### src/rtl/sl_pkg.sv
package sl_pkg;

    typedef enum logic [1:0] {
        ST_IDLE   = 2'd0,
        ST_SHIFT  = 2'd1,
        ST_COMMIT = 2'd2
    } sl_state_e;

    typedef enum logic [1:0] {
        TGT_NONE = 2'd0,
        TGT_CFG  = 2'd1,
        TGT_DIV  = 2'd2,
        TGT_REF  = 2'd3
    } sl_target_e;

endpackage

### src/rtl/sl_sync.sv
module sl_sync #(
    parameter int               WIDTH   = 3,
    parameter int               STAGES  = 2,
    parameter logic [WIDTH-1:0] RST_VAL = '0
) (
    input  logic             clk,
    input  logic             rst_n,
    input  logic [WIDTH-1:0] d,
    output logic [WIDTH-1:0] q
);

    generate
        if (STAGES == 0) begin : g_bypass
            assign q = d;
        end else begin : g_flops
            logic [WIDTH-1:0] stg [STAGES];

            always_ff @(posedge clk or negedge rst_n) begin
                if (!rst_n) begin
                    for (int i = 0; i < STAGES; i++) stg[i] <= RST_VAL;
                end else begin
                    stg[0] <= d;
                    for (int i = 1; i < STAGES; i++) stg[i] <= stg[i-1];
                end
            end

            assign q = stg[STAGES-1];
        end
    endgenerate

endmodule

### src/rtl/sl_shift.sv
module sl_shift #(
    parameter int CHAIN_W = 24,
    parameter int CNT_MAX = 25,
    parameter int CNT_W   = 5
) (
    input  logic               clk,
    input  logic               rst_n,
    input  logic               clr,
    input  logic               shift,
    input  logic               din,
    output logic [CHAIN_W-1:0] chain_q,
    output logic [CNT_W-1:0]   cnt_q
);

    localparam logic [CNT_W-1:0] CNT_TOP = CNT_W'(CNT_MAX);

    always_ff @(posedge clk or negedge rst_n) begin
        if (!rst_n) begin
            chain_q <= '0;
        end else if (shift) begin
            chain_q <= {chain_q[CHAIN_W-2:0], din};
        end
    end

    always_ff @(posedge clk or negedge rst_n) begin
        if (!rst_n) begin
            cnt_q <= '0;
        end else if (clr) begin
            cnt_q <= '0;
        end else if (shift && (cnt_q != CNT_TOP)) begin
            cnt_q <= cnt_q + 1'b1;
        end
    end

endmodule

### src/rtl/sl_ctrl.sv
module sl_ctrl
    import sl_pkg::*;
(
    input  logic clk,
    input  logic rst_n,
    input  logic en_n,
    input  logic sclk_lvl,
    output logic clr_cnt,
    output logic shift_en,
    output logic commit,
    output logic busy
);

    sl_state_e state_q;
    sl_state_e state_d;
    logic      sclk_prev;
    logic      sclk_rise;

    always_ff @(posedge clk or negedge rst_n) begin
        if (!rst_n) sclk_prev <= 1'b0;
        else        sclk_prev <= sclk_lvl;
    end

    assign sclk_rise = sclk_lvl & ~sclk_prev;

    // state register
    always_ff @(posedge clk or negedge rst_n) begin
        if (!rst_n) state_q <= ST_IDLE;
        else        state_q <= state_d;
    end

    // transitions
    always_comb begin
        state_d = state_q;
        unique case (state_q)
            ST_IDLE:   if (!en_n) state_d = ST_SHIFT;
            ST_SHIFT:  if (en_n)  state_d = ST_COMMIT;
            ST_COMMIT: state_d = ST_IDLE;
            default:   state_d = ST_IDLE;
        endcase
    end

    // outputs
    always_comb begin
        clr_cnt  = 1'b0;
        shift_en = 1'b0;
        commit   = 1'b0;
        busy     = 1'b0;
        unique case (state_q)
            ST_IDLE:   clr_cnt = !en_n;
            ST_SHIFT: begin
                busy     = 1'b1;
                shift_en = sclk_rise & !en_n;
            end
            ST_COMMIT: commit = 1'b1;
            default:   ;
        endcase
    end

endmodule

### src/rtl/sl_regs.sv
module sl_regs
    import sl_pkg::*;
#(
    parameter int DIV_W   = 16,
    parameter int REF_W   = 15,
    parameter int CFG_W   = 8,
    parameter int LONG_W  = 24,
    parameter int CNT_W   = 5,
    parameter int DIV_RST = 40,
    parameter int REF_RST = 1,
    parameter int CFG_RST = 0
) (
    input  logic             clk,
    input  logic             rst_n,
    input  logic             commit,
    input  logic [DIV_W-1:0] tail,
    input  logic [CNT_W-1:0] cnt,
    output logic [DIV_W-1:0] div_q,
    output logic [REF_W-1:0] ref_q,
    output logic [CFG_W-1:0] cfg_q,
    output logic             jam
);

    localparam logic [CNT_W-1:0] LEN_CFG  = CNT_W'(CFG_W);
    localparam logic [CNT_W-1:0] LEN_DIV  = CNT_W'(DIV_W);
    localparam logic [CNT_W-1:0] LEN_REF  = CNT_W'(REF_W);
    localparam logic [CNT_W-1:0] LEN_LONG = CNT_W'(LONG_W);

    sl_target_e tgt;

    always_comb begin
        tgt = TGT_NONE;
        if (commit) begin
            if (cnt == LEN_CFG)                          tgt = TGT_CFG;
            else if (cnt == LEN_DIV)                     tgt = TGT_DIV;
            else if ((cnt == LEN_REF) || (cnt == LEN_LONG)) tgt = TGT_REF;
        end
    end

    always_ff @(posedge clk or negedge rst_n) begin
        if (!rst_n) begin
            div_q <= DIV_W'(DIV_RST);
            ref_q <= REF_W'(REF_RST);
            cfg_q <= CFG_W'(CFG_RST);
            jam   <= 1'b0;
        end else begin
            jam <= (tgt == TGT_DIV);
            unique case (tgt)
                TGT_CFG:  cfg_q <= tail[CFG_W-1:0];
                TGT_DIV:  div_q <= tail;
                TGT_REF:  ref_q <= tail[REF_W-1:0];
                default:  ;
            endcase
        end
    end

endmodule

### src/rtl/sl_loader.sv
module sl_loader #(
    parameter int DIV_W       = 16,
    parameter int REF_W       = 15,
    parameter int CFG_W       = 8,
    parameter int SYNC_STAGES = 2,
    parameter int DIV_RST     = 40,
    parameter int REF_RST     = 1,
    parameter int CFG_RST     = 0
) (
    input  logic             clk,
    input  logic             rst_n,
    input  logic             sclk,
    input  logic             sdi,
    input  logic             sen_n,
    output logic             sdo,
    output logic             sdo_oe,
    output logic [DIV_W-1:0] div_q,
    output logic [REF_W-1:0] ref_q,
    output logic [CFG_W-1:0] cfg_q,
    output logic             jam_pulse
);

    localparam int CHAIN_W = DIV_W + CFG_W;
    localparam int CNT_MAX = CHAIN_W + 1;
    localparam int CNT_W   = $clog2(CNT_MAX + 1);

    logic [2:0]         raw_in;
    logic [2:0]         syn_in;
    logic               s_en_n;
    logic               s_sclk;
    logic               s_sdi;
    logic               clr_cnt;
    logic               shift_en;
    logic               commit;
    logic [CHAIN_W-1:0] chain_w;
    logic [CNT_W-1:0]   bitcnt_w;

    assign raw_in = {sen_n, sclk, sdi};
    assign s_en_n = syn_in[2];
    assign s_sclk = syn_in[1];
    assign s_sdi  = syn_in[0];

    sl_sync #(
        .WIDTH   (3),
        .STAGES  (SYNC_STAGES),
        .RST_VAL (3'b100)
    ) u_sync (
        .clk   (clk),
        .rst_n (rst_n),
        .d     (raw_in),
        .q     (syn_in)
    );

    sl_ctrl u_ctrl (
        .clk      (clk),
        .rst_n    (rst_n),
        .en_n     (s_en_n),
        .sclk_lvl (s_sclk),
        .clr_cnt  (clr_cnt),
        .shift_en (shift_en),
        .commit   (commit),
        .busy     (sdo_oe)
    );

    sl_shift #(
        .CHAIN_W (CHAIN_W),
        .CNT_MAX (CNT_MAX),
        .CNT_W   (CNT_W)
    ) u_shift (
        .clk     (clk),
        .rst_n   (rst_n),
        .clr     (clr_cnt),
        .shift   (shift_en),
        .din     (s_sdi),
        .chain_q (chain_w),
        .cnt_q   (bitcnt_w)
    );

    sl_regs #(
        .DIV_W   (DIV_W),
        .REF_W   (REF_W),
        .CFG_W   (CFG_W),
        .LONG_W  (CHAIN_W),
        .CNT_W   (CNT_W),
        .DIV_RST (DIV_RST),
        .REF_RST (REF_RST),
        .CFG_RST (CFG_RST)
    ) u_regs (
        .clk    (clk),
        .rst_n  (rst_n),
        .commit (commit),
        .tail   (chain_w[DIV_W-1:0]),
        .cnt    (bitcnt_w),
        .div_q  (div_q),
        .ref_q  (ref_q),
        .cfg_q  (cfg_q),
        .jam    (jam_pulse)
    );

    assign sdo = chain_w[CHAIN_W-1];

endmodule

### config.mk
export PLATFORM = sky130hd
export DESIGN_NAME = sl_loader
export DESIGN_NICKNAME = d
export VERILOG_FILES = /design/src/rtl/sl_pkg.sv /design/src/rtl/sl_sync.sv /design/src/rtl/sl_shift.sv /design/src/rtl/sl_ctrl.sv /design/src/rtl/sl_regs.sv /design/src/rtl/sl_loader.sv
export SDC_FILE = /design/constraint.sdc
export NUM_CORES = 1
export LEC_CHECK = 0
export BUFFER_PORTS_ARGS = -buffer_cell sky130_fd_sc_hd__buf_2
export CAP_MARGIN = 20
export CORE_MARGIN = 2
export CORE_UTILIZATION = 40
export DETAILED_ROUTE_END_ITERATION = 10
export PLACE_DENSITY_LB_ADDON = 0.15
export SYNTH_ARGS = -nofsm -noshare
export SYNTH_HDL_FRONTEND = slang
export SYNTH_SLANG_ARGS = --single-unit
### constraint.sdc
create_clock -name clk -period 1.9 [get_ports clk]
set_input_delay 0.19 -clock clk [delete_from_list [all_inputs] [get_ports clk]]
set_output_delay 0.19 -clock clk [all_outputs]
set_load 0.03 [all_outputs]
# ---- Yosys cells after proc, flatten, opt, wreduce, memory -nomap -nowiden
# Cells that the tools add are included.
dict set report totals {
  inputBits 5
  out_inout_bits 42
  elab_cells 45
  reg_bits 78
}
dict set report op_classes {
  addsub 1
  bitwise 3
  eq_ne 12
  reduce_logical 6
  mux 13
}
# operator n
set op_table {}
lappend op_table {{$mux W2} 6}
lappend op_table {{$eq A5 B4 Y1 const B} 2}
lappend op_table {{$eq A5 B5 Y1 const B} 2}
lappend op_table {{$mux W5} 2}
lappend op_table {{$eq A2 B2 Y1 const B} 3}
lappend op_table {{$add A5 B1 Y5 const B} 1}
lappend op_table {{$ne A5 B5 Y1 const B} 1}
lappend op_table {{$eq A2 B1 Y1 const B} 2}
lappend op_table {{$mux W1} 4}
lappend op_table {{$ne A2 B2 Y1 const B} 2}
lappend op_table {{$pmux W2 S2} 1}
lappend op_table {{$and A1 B1 Y1} 2}
lappend op_table {{$logic_not A2 Y1} 1}
lappend op_table {{$reduce_and A2 Y1} 1}
lappend op_table {{$reduce_bool A2 Y1} 1}
lappend op_table {{$logic_and A1 B1 Y1} 1}
lappend op_table {{$logic_not A1 Y1} 1}
lappend op_table {{$logic_or A1 B1 Y1} 1}
lappend op_table {{$not A1 Y1} 1}

# ---- Logic depth before layout (Yosys ltp)
dict set report logic_depth {
  word_depth 7
  mapped_depth 6
  mapped_depth_nobuf 5
}

# ---- Modules after synthesis
# A second synthesis with hierarchy kept.
dict set report hier_totals {
  cells_unflattened 186
  hier_area_um2 3074.2
}
# mod seq_area_each_um2 cells_each instances area_each_um2
set by_module_without_submodules {}
lappend by_module_without_submodules {sl_regs 1004.7 89 1 1602.8}
lappend by_module_without_submodules {sl_shift 725.7 78 1 1172.4}
lappend by_module_without_submodules {sl_sync 152.6 9 1 175.2}
lappend by_module_without_submodules {sl_ctrl 75.1 10 1 123.9}

# ---- Worst setup path before layout
# Ideal clock, no wire load.
dict set report synth_timing {
  path_type {register -> register}
  from {reg u_shift.cnt_q[0]}
  to {reg u_regs.ref_q[10]}
  required_time_ns 1.775
  path_buffers 1
  setup_time_ns 0.125
  arrival_ns 1.488
  period_less_slack_ns 1.612
  path_stages_with_launch 7
  setup_slack_ns 0.288
  cell_sequence {dfrtp_1 inv_1 ha_1 nand3b_1 a21oi_2 buf_6 mux2_2}
}
dict set report synth_via {
  elab_chain_cells 7
  word_cells_on_any_way 10
  classes_between {5 x eq/ne; 4 x mux; 1 x reduce/logical}
}
# element line
set synth_lines {}
lappend synth_lines {{start, declared} sl_shift.sv:12} ;# output logic [CNT_W-1:0] cnt_q
lappend synth_lines {{start signal, assigned} sl_shift.sv:31} ;# cnt_q <= cnt_q + 1'b1;
lappend synth_lines {{$eq A5 B4 Y1 or $eq A5 B5 Y1 (tied branches)} sl_regs.sv:36} ;# else if ((cnt == LEN_REF) || (cnt == LEN_LONG)) tgt = TGT_REF;
lappend synth_lines {{$logic_or A1 B1 Y1} sl_regs.sv:36}
lappend synth_lines {{$mux W2} sl_regs.sv:36}
lappend synth_lines {{$mux W2} sl_regs.sv:35} ;# else if (cnt == LEN_DIV) tgt = TGT_DIV;
lappend synth_lines {{$mux W2 (*)} sl_regs.sv:34} ;# if (cnt == LEN_CFG) tgt = TGT_CFG;
lappend synth_lines {{$mux W2 (*)} sl_regs.sv:33} ;# if (commit) begin
lappend synth_lines {{$eq A2 B2 Y1 (*)} sl_regs.sv:48} ;# unique case (tgt)
lappend synth_lines {{end signal, assigned} sl_regs.sv:43} ;# ref_q <= REF_W'(REF_RST);
lappend synth_lines {{end signal, assigned} sl_regs.sv:51} ;# TGT_REF: ref_q <= tail[REF_W-1:0];
lappend synth_lines {{end, declared} sl_regs.sv:19} ;# output logic [REF_W-1:0] ref_q,
# Every way passes the cells marked *; elsewhere a longest branch is shown, timed or not.
# A chain may end at the register's enable or synchronous reset.

# ---- Worst setup path in the final report
dict set report layout_timing {
  from {reg u_shift.cnt_q[0]}
  to {reg u_regs.div_q[14]}
}
dict set report layout_via {
  elab_chain_cells 7
  word_cells_on_any_way 10
  classes_between {5 x eq/ne; 4 x mux; 1 x reduce/logical}
}
# element line
set layout_lines {}
lappend layout_lines {{$eq A5 B4 Y1 or $eq A5 B5 Y1 (tied branches)} sl_regs.sv:36}
lappend layout_lines {{$logic_or A1 B1 Y1} sl_regs.sv:36}
lappend layout_lines {{$mux W2} sl_regs.sv:36}
lappend layout_lines {{$mux W2} sl_regs.sv:35}
lappend layout_lines {{$mux W2 (*)} sl_regs.sv:34}
lappend layout_lines {{$mux W2 (*)} sl_regs.sv:33}
lappend layout_lines {{$eq A2 B2 Y1 (*)} sl_regs.sv:48}
lappend layout_lines {{end signal, assigned} sl_regs.sv:42} ;# div_q <= DIV_W'(DIV_RST);
lappend layout_lines {{end signal, assigned} sl_regs.sv:50} ;# TGT_DIV: div_q <= tail;
lappend layout_lines {{end, declared} sl_regs.sv:18} ;# output logic [DIV_W-1:0] div_q,
# Marks and branches as above.

==> results.md <==
- Number of diodes: 0
- Final Skew: 8.85 ps
- Vias per cell: 4.90
- Static leakage: 1.98 nW
- CTS clock-pin slew for the worst setup and hold paths: 80 ps
- # H-tree levels: 3
- Final GP Congestion: 0.760
- Antenna violations before repair: 0
- Wirelength per Cell: 15.5 µm
- Die area: 0.00845 mm²
- Tmin final: 1730 ps
- GRT overflow: 0
- Max Fclk: 579 MHz
- Combinational power share: 0.037
- Layout Cells excl Fill: 357
- Routed vias: 1750
- Sw Share: 0.227
- Most used DFF post-synth: dfrtp_1
- Num ports: 47
- Fillers: 705
- Antenna Nets Post-Route: 0
- WP buf/inv: 1
- Area used by multi-input combinational logic: 0.00105 mm²
- Latest clock arrival within the worst-skew pair: 360 ps
- Crit-path max FO: 17
- Iteration count of the initial detailed-routing pass: 4
- Count of input and output buffers: 46
- Worst-Margin Slew: 640 ps
- Layout cell share with drive strength beyond 1: 0.549
- Syn_area_per_cell: 16.1 µm²
- Final hold violation count: 0
- Residual DRC: 0
- CP top delay family: simple AND/OR/NAND/NOR gates
- Max Slew Vio Count: 0
- Worst path cell trace: inv_1 > ha_1 > and4bb_4 > nand3b_4 > mux2_4
- Ys async rst share: 1.00
- Status: complete, no violations
- Sequential cell area: 0.00196 mm²
- Vias in the first global route: 1775
- Worst vdd ir: 0.430 mV
- Mapped Nets: 200
- Post-synthesis cell area: 0.00309 mm²
- CTS Buf Count: 9
- EDFF count, synth: 0
- Post-CTS setup buffer count: 0
- Post-cts resize count: 0
- Clock power frac: 0.429
- Post-Syn Instances: 192
- Max clock buf depth: 2
- Internal power: 2.55 mW
- Synth-to-Final Area Change: 20.4%
- P_sw: 0.748 mW
- Final core occ: 0.489
- Inst Count DP: 337
- Initial DRC count: 49
- Pwr Density: 885 mW/mm²
- First-pass GRT wire length: 9360 µm
- DP HPWL: 3530 µm
- Chip Height: 91.9 µm
- Worst Setup Start Kind: register
- Min-delay worst type: in2async
- Sink Count: 78
- Post-route clock period utilization: 0.909
- Commonest non-fill, non-tap cells in the layout: dfrtp_1, mux2_2, buf_2, clkbuf_8, mux2_4
- Critical setup path kind: reg2reg
- Drt total wl: 5530 µm
- Crit. End Element: register
- Synth Warn #: 0
- GRT Total Usage: 0.145
- RSZ-0062 raised after global routing: false
- Pwr Total: 3.29 mW
- CTS tree: done
- Rows: 32
- Final setup viols: 0
- Post-synthesis register bit count: 78
- Crit path required time: 2150 ps
- Max_cap viols: 0
- Fin area: 0.00372 mm²
- Clk root buf: clkbuf_8
- Initial Utilization: 0.406
- CP max stage delay: 430 ps
- Slew margin rel.: 0.568
- Setup_tns: 0 ps
- Reg power frac: 0.534
- Most common library cell in the layout ignoring fill and taps: dfrtp_1
- CORE AREA: 0.00761 mm²
- Layout Nets: 258
- Post-synth cell types: 31
- Sequential fraction of the synthesis area: 0.634
- CP max stage cell: dfrtp_1
- DP Area: 0.00345 mm²
- Critical path arrival: 1970 ps
- Width of the die: 91.9 µm
- Largest net degree at the start of global routing: 51
power by group through the flow:
| stage | Clock (mW) | Sequential (mW) | Combinational, mW |
|---|---|---|---|
| finish | 1.41 | 1.76 | 0.122 |
| detailed placement | 0 | 1.79 | 0.118 |
| CTS | 1.45 | 1.76 | 0.125 |
| floorplan | 0 | 1.77 | 0.0663 |
| global placement | 0 | 1.79 | 0.116 |
| global route | 1.52 | 1.77 | 0.137 |
area by class of cell:
class                           count  share of cell area
Clock inverter                      6              0.0245
Clock buffer                       10              0.0370
Multi-Input combinational cell    100               0.281
Timing Repair Buffer               56              0.0921
Sequential cell                    78               0.526
Inverter                            5             0.00504
Tap cell                          102              0.0343
flip-flops by register name (all words and copies together), names as in the netlist:
signal / flops
u_shift.chain_q: 24
u_regs.div_q: 16
u_regs.ref_q: 15
u_regs.cfg_q: 8
u_shift.cnt_q: 5
u_sync.g_flops.stg: 3
u_sync.q: 3
u_ctrl.state_q: 2
u_ctrl.sclk_prev: 1
u_regs.jam: 1
cells in the mapped netlist (2+ instances only):
master	count	area, µm²
ha_1	3	37.5
dfrtp_1	73	1830
a21oi_1	5	25.0
buf_6	3	33.8
dfstp_2	5	131
o31ai_1	5	37.5
nand3_1	2	10.0
nand4_1	3	18.8
or4_1	2	15.0
buf_2	3	15.0
nand3b_1	3	22.5
mux2_4	9	135
mux2_2	53	597
inv_1	5	18.8
buf_4	2	15.0
metal layers:
| metal | vias to the layer above | part of all wire | global-route usage |
|---|---|---|---|
| li1 | 802 | - | - |
| met5 | - | 0 | 0 |
| met3 | 8 | 0.058 | 0.0600 |
| met4 | 0 | 0.013 | 0.0560 |
| met1 | 890 | 0.49 | 0.208 |
| met2 | 50 | 0.44 | 0.195 |
worst paths after layout:
path,cells after the start,endpoint,slack (ps),startpoint
worst max-delay path,5,u_regs.div_q[14],170,u_shift.cnt_q[0]
worst min-delay path,2,u_regs.cfg_q[6],300,rst_n
worst max register to register,5,u_regs.div_q[14],170,u_shift.cnt_q[0]
worst min register to register,0,u_sync.q[0],350,u_sync.g_flops.stg[3]
max in group asynchronous,3,u_regs.div_q[3],950,rst_n
min in group clk,0,u_sync.q[0],350,u_sync.g_flops.stg[3]
repair_timing:
item | CTS | global route
hold endpoints to repair | 28 | 0
setup endpoints to repair | 0 | 0
hold buffers | 4 | 0
kinds of logic (layout without fill, tap and decap cells):
group	Yosys count	in the layout	synth area share
flops	78	78	0.634
mux	63	63	0.240
simple gates	22	22	0.0607
buf+inv	14	77	0.0279
compound gates	12	12	0.0251
fa+ha+maj	3	3	0.0121
per-stage QoR:
| stage | setup WS [ps] | hold slack, ps |
|---|---|---|
| after detailed placement | 155 | 140 |
| after CTS | 154 | 312 |
| after global placement | 206 | 145 |
| final | 173 | 304 |
| after floorplan | 288 | -106 |
| after global routing | 76.6 | 343 |
No activity file was read; power rests on OpenSTA's default activity.
